--- src/rtl/mxd_pkg.sv ---
package mxd_pkg;

    localparam int ROW_BITS  = 7;
    localparam int COL_BITS  = 7;
    localparam int ADDR_BITS = ROW_BITS + COL_BITS;
    localparam int NUM_ROWS  = 1 << ROW_BITS;

    typedef logic [ROW_BITS-1:0]  row_t;
    typedef logic [COL_BITS-1:0]  col_t;
    typedef logic [ADDR_BITS-1:0] addr_t;

    typedef enum logic [2:0] {
        ST_IDLE,
        ST_ROW,
        ST_RAS,
        ST_COL,
        ST_CAS,
        ST_REF_ROW,
        ST_REF_RAS,
        ST_PRE
    } seq_state_e;

    // latched access: what the sequencer works on for one cycle
    typedef struct packed {
        logic we;
        logic wd;
        row_t row;
        col_t col;
    } acc_t;

    // strobe levels decoded from the state
    typedef struct packed {
        logic ras_n;
        logic cas_n;
        logic we_n;
        logic col_sel;
    } strobe_t;

    function automatic row_t row_of(addr_t a);
        return a[ADDR_BITS-1 -: ROW_BITS];
    endfunction

    function automatic col_t col_of(addr_t a);
        return a[COL_BITS-1:0];
    endfunction

    function automatic strobe_t strobes_for(seq_state_e s, logic we);
        strobe_t r;
        r.ras_n   = !(s == ST_RAS || s == ST_COL || s == ST_CAS || s == ST_REF_RAS);
        r.cas_n   = !(s == ST_CAS);
        r.we_n    = !((s == ST_COL || s == ST_CAS) && we);
        r.col_sel = (s == ST_COL || s == ST_CAS);
        return r;
    endfunction

    function automatic int max2(int a, int b);
        return (a > b) ? a : b;
    endfunction

endpackage

--- src/rtl/mxd_refresh_sched.sv ---
module mxd_refresh_sched
    import mxd_pkg::*;
#(
    parameter int REF_INTERVAL = 3900
) (
    input  logic clk,
    input  logic rst,
    input  logic grant,
    output logic pend,
    output row_t row,
    output logic overdue
);
    localparam int CNT_W = (REF_INTERVAL > 2) ? $clog2(REF_INTERVAL) : 1;
    localparam logic [CNT_W-1:0] CNT_TOP = CNT_W'(REF_INTERVAL - 1);

    logic [CNT_W-1:0] cnt;
    logic             expire;

    assign expire = (cnt == '0);

    always_ff @(posedge clk) begin
        if (rst) begin
            cnt     <= CNT_TOP;
            pend    <= 1'b0;
            overdue <= 1'b0;
            row     <= '0;
        end else begin
            cnt <= expire ? CNT_TOP : cnt - 1'b1;
            if (expire) begin
                if (pend && !grant)
                    overdue <= 1'b1;
                pend <= 1'b1;
            end else if (grant) begin
                pend <= 1'b0;
            end
            if (grant)
                row <= row + 1'b1;
        end
    end

endmodule

--- src/rtl/mxd_addr_mux.sv ---
module mxd_addr_mux
    import mxd_pkg::*;
(
    input  logic col_sel,
    input  row_t row,
    input  col_t col,
    output logic [ROW_BITS-1:0] addr
);
    localparam int BUS_W = max2(ROW_BITS, COL_BITS);

    logic [BUS_W-1:0] row_w;
    logic [BUS_W-1:0] col_w;

    assign row_w = BUS_W'(row);
    assign col_w = BUS_W'(col);

    for (genvar b = 0; b < ROW_BITS; b++) begin : g_bit
        assign addr[b] = col_sel ? col_w[b] : row_w[b];
    end

endmodule

--- src/rtl/mxd_seq.sv ---
module mxd_seq
    import mxd_pkg::*;
#(
    parameter int T_RCD     = 5,
    parameter int T_CAS     = 32,
    parameter int T_RP      = 25,
    parameter int T_RC      = 80,
    parameter int T_REF_RAS = 38
) (
    input  logic       clk,
    input  logic       rst,
    input  logic       host_req,
    input  logic       host_we,
    input  addr_t      host_addr,
    input  logic       host_wdata,
    input  logic       ref_pend,
    input  row_t       ref_row,
    input  logic       dram_dout,
    output logic       host_ready,
    output logic       ref_grant,
    output logic       host_rvalid,
    output logic       host_rdata,
    output strobe_t    strb,
    output acc_t       acc,
    output seq_state_e st
);
    localparam int TMAX  = max2(max2(T_RCD, T_CAS), max2(T_RP, max2(T_RC, T_REF_RAS)));
    localparam int TMR_W = $clog2(TMAX + 1);
    localparam logic [TMR_W-1:0] LD_RCD = TMR_W'(T_RCD - 1);
    localparam logic [TMR_W-1:0] LD_CAS = TMR_W'(T_CAS - 1);
    localparam logic [TMR_W-1:0] LD_RP  = TMR_W'(T_RP - 1);
    localparam logic [TMR_W-1:0] LD_REF = TMR_W'(T_REF_RAS - 1);
    localparam logic [TMR_W-1:0] CYC_LIM = TMR_W'(T_RC - 1);

    logic [TMR_W-1:0] tmr;
    logic [TMR_W-1:0] cyc;
    logic             tmr_done;

    assign tmr_done   = (tmr == '0);
    assign host_ready = (st == ST_IDLE) && !ref_pend;
    assign ref_grant  = (st == ST_IDLE) && ref_pend;
    assign strb       = strobes_for(st, acc.we);

    always_ff @(posedge clk) begin
        if (rst) begin
            st          <= ST_IDLE;
            tmr         <= '0;
            cyc         <= '0;
            acc         <= '0;
            host_rvalid <= 1'b0;
            host_rdata  <= 1'b0;
        end else begin
            host_rvalid <= 1'b0;
            if (st != ST_IDLE && cyc != CYC_LIM)
                cyc <= cyc + 1'b1;
            unique case (st)
                ST_IDLE: begin
                    cyc <= '0;
                    if (ref_pend) begin
                        acc.we  <= 1'b0;
                        acc.wd  <= 1'b0;
                        acc.row <= ref_row;
                        acc.col <= '0;
                        st      <= ST_REF_ROW;
                    end else if (host_req) begin
                        acc.we  <= host_we;
                        acc.wd  <= host_wdata;
                        acc.row <= row_of(host_addr);
                        acc.col <= col_of(host_addr);
                        st      <= ST_ROW;
                    end
                end
                ST_ROW: begin
                    tmr <= LD_RCD;
                    st  <= ST_RAS;
                end
                ST_RAS: begin
                    if (tmr_done) st <= ST_COL;
                    else          tmr <= tmr - 1'b1;
                end
                ST_COL: begin
                    tmr <= LD_CAS;
                    st  <= ST_CAS;
                end
                ST_CAS: begin
                    if (tmr_done) begin
                        if (!acc.we) begin
                            host_rdata  <= dram_dout;
                            host_rvalid <= 1'b1;
                        end
                        tmr <= LD_RP;
                        st  <= ST_PRE;
                    end else begin
                        tmr <= tmr - 1'b1;
                    end
                end
                ST_REF_ROW: begin
                    tmr <= LD_REF;
                    st  <= ST_REF_RAS;
                end
                ST_REF_RAS: begin
                    if (tmr_done) begin
                        tmr <= LD_RP;
                        st  <= ST_PRE;
                    end else begin
                        tmr <= tmr - 1'b1;
                    end
                end
                ST_PRE: begin
                    if (!tmr_done)
                        tmr <= tmr - 1'b1;
                    else if (cyc == CYC_LIM)
                        st <= ST_IDLE;
                end
                default: st <= ST_IDLE;
            endcase
        end
    end

endmodule

--- src/rtl/mxd_dram_ctrl.sv ---
module mxd_dram_ctrl
    import mxd_pkg::*;
#(
    parameter int REF_INTERVAL = 3900,
    parameter int T_RCD        = 5,
    parameter int T_CAS        = 32,
    parameter int T_RP         = 25,
    parameter int T_RC         = 80,
    parameter int T_REF_RAS    = 38
) (
    input  logic        clk,
    input  logic        rst,
    input  logic        host_req,
    input  logic        host_we,
    input  logic [13:0] host_addr,
    input  logic        host_wdata,
    output logic        host_ready,
    output logic        host_rvalid,
    output logic        host_rdata,
    output logic        dram_ras_n,
    output logic        dram_cas_n,
    output logic        dram_we_n,
    output logic [6:0]  dram_addr,
    output logic        dram_din,
    input  logic        dram_dout,
    output logic        ref_overdue
);
    logic       ref_pend;
    logic       ref_grant;
    row_t       ref_row;
    strobe_t    strb;
    acc_t       acc;
    seq_state_e seq_st;

    mxd_refresh_sched #(
        .REF_INTERVAL(REF_INTERVAL)
    ) u_sched (
        .clk    (clk),
        .rst    (rst),
        .grant  (ref_grant),
        .pend   (ref_pend),
        .row    (ref_row),
        .overdue(ref_overdue)
    );

    mxd_seq #(
        .T_RCD    (T_RCD),
        .T_CAS    (T_CAS),
        .T_RP     (T_RP),
        .T_RC     (T_RC),
        .T_REF_RAS(T_REF_RAS)
    ) u_seq (
        .clk        (clk),
        .rst        (rst),
        .host_req   (host_req),
        .host_we    (host_we),
        .host_addr  (host_addr),
        .host_wdata (host_wdata),
        .ref_pend   (ref_pend),
        .ref_row    (ref_row),
        .dram_dout  (dram_dout),
        .host_ready (host_ready),
        .ref_grant  (ref_grant),
        .host_rvalid(host_rvalid),
        .host_rdata (host_rdata),
        .strb       (strb),
        .acc        (acc),
        .st         (seq_st)
    );

    mxd_addr_mux u_mux (
        .col_sel(strb.col_sel),
        .row    (acc.row),
        .col    (acc.col),
        .addr   (dram_addr)
    );

    assign dram_ras_n = strb.ras_n;
    assign dram_cas_n = strb.cas_n;
    assign dram_we_n  = strb.we_n;
    assign dram_din   = acc.wd;

endmodule

--- config.mk ---
export PLATFORM = sky130hd
export DESIGN_NAME = mxd_dram_ctrl
export DESIGN_NICKNAME = d
export VERILOG_FILES = /design/src/rtl/mxd_pkg.sv /design/src/rtl/mxd_refresh_sched.sv /design/src/rtl/mxd_addr_mux.sv /design/src/rtl/mxd_seq.sv /design/src/rtl/mxd_dram_ctrl.sv
export SDC_FILE = /design/constraint.sdc
export NUM_CORES = 1
export LEC_CHECK = 0
export BUFFER_PORTS_ARGS = -buffer_cell sky130_fd_sc_hd__buf_2
export CAP_MARGIN = 20
export CORE_MARGIN = 5
export CORE_UTILIZATION = 46
export DETAILED_ROUTE_END_ITERATION = 8
export GPL_TIMING_DRIVEN = 0
export PLACE_DENSITY = 0.65
export SYNTH_ARGS = -nofsm -noshare
export SYNTH_HDL_FRONTEND = slang
export SYNTH_SLANG_ARGS = --single-unit
--- constraint.sdc ---
create_clock -name clk -period 4.1 [get_ports clk]
set_input_delay 0 -clock clk [delete_from_list [all_inputs] [get_ports clk]]
set_output_delay 0 -clock clk [all_outputs]
set_load 0.005 [all_outputs]
### Word level (Yosys, flattened, before mapping)

Cells that the tools add are included.

* add/sub/neg operators: 4
* multipliers: 0
* divide/modulo/power cells: 0
* magnitude comparators: 0
* equal/unequal tests: 15
* shift-type cells: 0
* muxes and demuxes: 22
* bitwise logic cells: 3
* reductions and logical operators: 31

Operator list (number)
* one-hot mux 7 bit (5 select lines): 1
* two-way mux 16 bit: 2
* one-hot mux 3 bit (7 select lines): 1
* two-way mux 3 bit: 6
* adder 7 x 1 -> 7 bit, second input constant: 2
* two-way mux 7 bit: 2
* equality test 3 bit, second input constant: 4
* zero test 12 bit: 1
* subtractor 12 x 1 -> 12 bit, second input constant: 1
* two-way mux 1 bit: 10
* != test 2 x 1 -> 1 bit, second input constant: 4
* OR reduction 2 bit: 4
* equality test 7 bit, second input constant: 1
* zero test 7 bit: 1
* != test 7 bit, second input constant: 1
* subtractor 7 x 1 -> 7 bit, second input constant: 1
* equality test 3 x 2 -> 1 bit, second input constant: 2
* AND reduction 2 bit: 3
* logical AND 1 bit: 5
* zero test 1 bit: 5
* AND reduction 5 bit: 1
* nonzero test 5 bit: 1
* logical OR 1 bit: 4
* nonzero test 2 bit: 2
* 8 further kinds: 10

* flip-flop bits (word level): 56
* latch bits: 0
* RAM bits: 0
* ROM bits: 0
* bits of input ports: 20
* output and inout port bits: 15
* word-level logic and storage cells: 88
* memories kept: 0

### Longest topological paths before layout

* depth in word-level cells: 5
* mapped depth: 7
* gate-level depth less buffers: 6

### Modules after synthesis

From an unflattened synthesis, not the netlist that was laid out.

* cell total of the unflattened synthesis: 319
* area, all modules: 2852.7 µm²

Modules (own cells, without submodules)
* mxd_seq: times used 1, cells an instance 206, area each 1823.0 µm², sequential area each 700.7 µm²
* mxd_refresh_sched: times used 1, cells an instance 105, area each 913.4 µm², sequential area each 420.4 µm²
* mxd_addr_mux: times used 1, cells an instance 8, area each 116.4 µm², sequential area each 0.0 µm²

### Worst setup path before layout

No wires, ideal clock.

* kind: flip-flop to flip-flop
* start point: reg u_seq.tmr[0]
* end point: reg u_seq.tmr[5]
* arrival: 1.716 ns
* data required time: 4.000 ns
* slack: 2.285 ns
* cell stages (with the launch flop): 8
* period minus slack after synthesis: 1.815 ns
* path through: dfxtp_1 inv_1 ha_1 or4b_4 buf_6 o21ai_4 a22oi_2 a2111oi_4

* word-level cells in the longest chain between the ends: 3
* elaborated cells between the ends (all ways): 7
* classes of those cells: add/sub (1); eq/ne (1); mux (3); reduce/logical (2)

RTL lines
* start, declared: RTL line mxd_seq.sv:35 `logic [TMR_W-1:0] tmr;`
* start signal, assigned: RTL line mxd_seq.sv:79 `else tmr <= tmr - 1'b1;`
* start signal, assigned: RTL line mxd_seq.sv:94 `tmr <= tmr - 1'b1;`
* start signal, assigned: RTL line mxd_seq.sv:106 `tmr <= tmr - 1'b1;`
* subtractor 7 x 1 -> 7 bit / zero test 7 bit (equally long branches)
* two-way mux 7 bit, or another cell as far along: RTL line mxd_seq.sv:78, mxd_seq.sv:110
* one-hot mux 7 bit (5 select lines) / AND reduction 2 bit (equally long branches)

Parallel ways exist; a longest one is shown, timed or not. The select of a mux whose other input is x is not followed.
A chain may end at the register's enable or synchronous reset.

### Worst setup path after layout

* start point: reg u_seq.st[0]
* end point: out dram_addr[1]

* word-level cells in the longest chain between the ends: 3
* elaborated cells between the ends (all ways): 4
* classes of those cells: eq/ne (2); mux (1); reduce/logical (1)

RTL lines
* start, declared: RTL line mxd_seq.sv:25 `output seq_state_e st`
* start signal, assigned: RTL line mxd_seq.sv:46 `st <= ST_IDLE;`
* start signal, assigned: RTL line mxd_seq.sv:64 `st <= ST_REF_ROW;`
* start signal, assigned: RTL line mxd_seq.sv:70 `st <= ST_ROW;`
* equality test 3 x 2 -> 1 bit / equality test 3 bit (equally long branches): RTL line mxd_pkg.sv:52 `r.col_sel = (s == ST_COL || s == ST_CAS);`
* logical OR 1 bit *: RTL line mxd_pkg.sv:52
* two-way mux 1 bit *: RTL line mxd_addr_mux.sv:18 `assign addr[b] = col_sel ? col_w[b] : row_w[b];`
* end, declared: RTL line mxd_dram_ctrl.sv:23 `output logic [6:0] dram_addr,`

Mark *: on every way between the ends. The rest lies on a longest branch, timed or not.

==> results.txt <==
The run finished with clean final reports. The final global-route overflow total is 0. The setup slack on the worst flop-to-flop path came out at 2.06 ns.

The maximum clock frequency is approximately 490 MHz. At the worst endpoint, the arrival time is between 2 and 2.5 ns. For this design the static power due to leakage is approximately 1.3 nW.

The design draws 1.94 mW. The maximum single-stage delay on the critical path came out at around 0.55 ns. The synthesized design contains 56 register bits. The setup skew after layout is approximately 0.0084 ns.

The share of synthesized area occupied by flip-flops and latches is a little under two fifths. After synthesis, the mean cell area works out to about 9 um^2. The transition time at the pin with the least slew margin came out at 0.697 ns. At the worst endpoint, the required time is between 4 and 5 ns. In this run the worst path has a maximum fanout of 8. For the worst-skew pair, the clock arrives at the later sink with an insertion delay of 0.31 ns. The routed length per placed instance is ~14 um. The final core utilization came out at between 50% and 60%. The worst path needs ~2.1 ns of the cycle, external delays included. The cell sitting at the root of the clock tree is a sky130_fd_sc_hd__clkbuf_8. The max-slew violation count came out at 0. For this design, the slowest cell found on the critical path is sky130_fd_sc_hd__or3b_2.

The width of the die is 89.8 um. The synthesized netlist contains 62 unique library cells. The count of synthesis-stage warnings from yosys is 0. The area of the core came out at between 0.006 and 0.007 mm^2. The prevailing post-synth register cell is sky130_fd_sc_hd__dfxtp_1. TritonCTS built the clock tree. The number of antenna violations at the first check in global routing came out at 0. The placed wire-length estimate after detailed placement is between 4 and 5 mm. The via-per-instance ratio is around 5.5.

The met1 global-route usage came out at between 20% and 30%. Clock tree synthesis inserted a total of 5 buffers. The relative max-transition margin is between 50% and 60%. Dividing the final minimum period by the clock period gives 50.2%. Summing every instance area after synthesis gives 0.00293 mm^2.

The count of mapped cells out of synthesis came out at around 330. The global-route usage over all layers is between 10% and 20%. The number of max-cap violations came out at 0. In this run the vertical extent of the chip is 89.8 um. The number of detailed-routing iterations run before antenna repair came out at 4. The total power per unit cell area came out at approximately 570 mW/mm^2. After the first detailed-routing iteration, the DRC count stood at roughly 120.

The final wirelength is between 6 and 7 mm. The first global-routing pass estimated ~11 mm of wire. The post-placement setup slack came out at slightly above 2 ns. In this run the worst hold path is classified as in2reg.

The CTS sink count is 56. The most numerous cell on the critical path is sky130_fd_sc_hd__buf_2. The detail route stage leaves a number of antenna-violating nets equal to 0. Setup repair after global routing left no endpoint under its margin.

In the global route stage, met3 resource usage came out at under 10%. Routability-driven placement finished with a final weighted congestion of between 0.8 and 0.9. After the last flow step, the layout net total stands at 404. The worst-case IR drop observed on VDD is ~0.52 mV. The remaining design rule violation count came out at 0.

The post-cts repair resize count came out at 0. met2 is the most crowded layer. The number of levels in the clock H-tree is 2. For this configuration, the core starts out at a cell density of a little under half. The number of enable flip-flop cells after synthesis is 0.

The total die area is a little over 0.008 mm^2. The routed layout has 2504 vias. The number of diodes added for antenna fixing is 0.

Entering global routing, the biggest net connects 18 pins. The setup path with the least slack is of type reg2out. Global routing consumed, on the met2 layer, 25.5% of the routing resources.

The layout overhead on the synthesized area is 15.6%. The setup slack of the critical path after layout is 2.04 ns. For this run, asynchronously set or reset flops after synthesis account for 0%. Walking the worst path, the cells encountered are buf_2 > or3b_2 > o21ai_2 > mux2_2 > buf_2. The clock-pin slew on the worst setup and hold paths is approximately 0.10 ns. The final hold violation count is 0. The worst setup path is launched from a register.

The synthesized netlist net count came out at between 300 and 400. The clock tree buffer depth came out at 2. The final number of setup-violating endpoints is 0. In this run the tool buffered the top-level ports with 33 buffer cells. The cell row count is 29. The number of I/O pins is 35. STA classifies the critical path endpoint as an output port. Of the cells placed in the final design, the portion with a size suffix greater than 1 is a little over a fifth. The via count of the first global-routing pass came out at roughly 2400. After routing, the total negative slack on setup checks comes to 0 ns.
## per-stage QoR
stage | hold WS, ns | instance area (um^2) | std cells
after floorplan | 0.147 | 2930 | 328
after global placement | 0.239 | 3190 | 438
after detailed placement | 0.241 | 3190 | 438
after CTS | 0.0120 | 3390 | 456
after global routing | 0.0116 | 3390 | 456
final | 0.0146 | 3390 | 456
## logic make-up after synthesis
family | share of synthesized area, %
flip-flops | 38.2
buffers and inverters | 5.76
AND/OR/NAND/NOR | 26.8
adder cells (fa/ha/maj) | 2.47
multiplexers | 5.76
AO/OA/AOI/OAI | 15.9
XOR/XNOR | 5.08
## cell usage after synthesis, types with 4 or more instances
cell / count / area (um^2)
sky130_fd_sc_hd__nor2_1: 38 / 143
sky130_fd_sc_hd__a211oi_1: 9 / 67.6
sky130_fd_sc_hd__nor3_1: 6 / 30.0
sky130_fd_sc_hd__clkbuf_1: 8 / 30.0
sky130_fd_sc_hd__nand3_1: 4 / 20.0
sky130_fd_sc_hd__buf_2: 4 / 20.0
sky130_fd_sc_hd__o21ai_0: 8 / 40.0
sky130_fd_sc_hd__ha_1: 5 / 62.6
sky130_fd_sc_hd__mux2i_1: 9 / 90.1
sky130_fd_sc_hd__a21oi_1: 23 / 115
sky130_fd_sc_hd__and3_1: 6 / 37.5
sky130_fd_sc_hd__or2_2: 6 / 37.5
sky130_fd_sc_hd__nand3b_1: 9 / 67.6
sky130_fd_sc_hd__mux2_2: 7 / 78.8
sky130_fd_sc_hd__nand2_1: 32 / 120
sky130_fd_sc_hd__inv_1: 8 / 30.0
sky130_fd_sc_hd__xor2_1: 12 / 105
sky130_fd_sc_hd__dfxtp_1: 56 / 1120
sky130_fd_sc_hd__or3_1: 5 / 31.3
sky130_fd_sc_hd__clkbuf_8: 4 / 55.1
sky130_fd_sc_hd__xnor2_1: 5 / 43.8
## worst max-delay path: cells and delay by family (launching register included)
family          cells  cell delay, ns
compound gates      1            0.22
buf+inv             2            0.28
flops               1            0.31
mux                 1            0.40
simple gates        1            0.55
## cell usage in the layout, fill, tap and decap left out, types with 2 or more instances in the layout
cell type / instances
sky130_fd_sc_hd__nor2b_1: 3
sky130_fd_sc_hd__or4b_1: 2
sky130_fd_sc_hd__buf_6: 2
sky130_fd_sc_hd__o31a_1: 2
sky130_fd_sc_hd__nor4_2: 2
sky130_fd_sc_hd__buf_2: 37
sky130_fd_sc_hd__nand4_1: 3
sky130_fd_sc_hd__nand2_1: 32
sky130_fd_sc_hd__or3b_2: 3
sky130_fd_sc_hd__and3_1: 6
sky130_fd_sc_hd__or3_1: 5
sky130_fd_sc_hd__inv_1: 8
sky130_fd_sc_hd__xor2_1: 12
sky130_fd_sc_hd__o31ai_1: 2
sky130_fd_sc_hd__nor4b_1: 2
sky130_fd_sc_hd__nor3_1: 6
sky130_fd_sc_hd__a211oi_1: 9
sky130_fd_sc_hd__ha_1: 5
sky130_fd_sc_hd__o22ai_1: 3
sky130_fd_sc_hd__nand3_1: 4
sky130_fd_sc_hd__clkbuf_1: 8
sky130_fd_sc_hd__clkbuf_8: 9
sky130_fd_sc_hd__o21ai_0: 8
sky130_fd_sc_hd__mux2i_1: 9
sky130_fd_sc_hd__a21oi_1: 23
sky130_fd_sc_hd__nand3b_1: 9
sky130_fd_sc_hd__a32oi_1: 3
sky130_fd_sc_hd__a31oi_1: 3
sky130_fd_sc_hd__nand2b_1: 3
sky130_fd_sc_hd__dfxtp_1: 56
sky130_fd_sc_hd__nor2_1: 38
sky130_fd_sc_hd__or4_1: 2
sky130_fd_sc_hd__nor4_1: 2
sky130_fd_sc_hd__nor2_4: 2
sky130_fd_sc_hd__mux2_2: 7
sky130_fd_sc_hd__dlygate4sd3_1: 11
sky130_fd_sc_hd__xnor2_1: 5
sky130_fd_sc_hd__or2_2: 6
## layer usage
layer,vias up,wire length [um]
met5,-,0
met3,6,346
met2,54,3000
met1,1176,3180
li1,1268,-
met4,0,70
## report_power, final
part / total, mW / switching (mW) / internal, mW / leakage (nW)
clock: 0.301 / 0.182 / 0.120 / 0.0406
sequential: 0.681 / 0.0625 / 0.618 / 0.456
combinational: 0.959 / 0.571 / 0.388 / 0.761
## what timing repair did
action,in CTS,in global routing
hold buffers,11,0
buffers inserted,0,0
hold endpoints to repair,12,0
## worst paths after layout
| kind | endpoint | from | cells past startpoint |
|---|---|---|---|
| worst min register to register | u_sched.cnt[0] | u_sched.cnt[0] | 1 |
| worst min-delay path | u_seq.acc[9] | host_addr[9] | 3 |
| worst max register to register | u_seq.st[2] | u_seq.cyc[0] | 6 |
| worst max-delay path | dram_addr[1] | u_seq.st[0] | 5 |
## flip-flops by register name (all words and copies together) (netlist names)
name,count
u_sched.cnt,12
u_seq.host_rvalid,1
u_seq.host_rdata,1
u_seq.cyc,7
u_sched.row,7
u_sched.pend,1
u_seq.acc,16
u_seq.tmr,7
u_sched.overdue,1
u_seq.st,3
## final cells by class
class	count	area [um^2]
Clock inverter	2	16.3
Sequential cell	56	1120
Clock buffer	5	68.8
Tap cell	77	96.3
Fill cell	608	2890
Timing Repair Buffer	44	275
Inverter	8	30.0
Multi-Input combinational cell	244	1640
Buffer	20	139
Power figures use the tool's default switching activity.
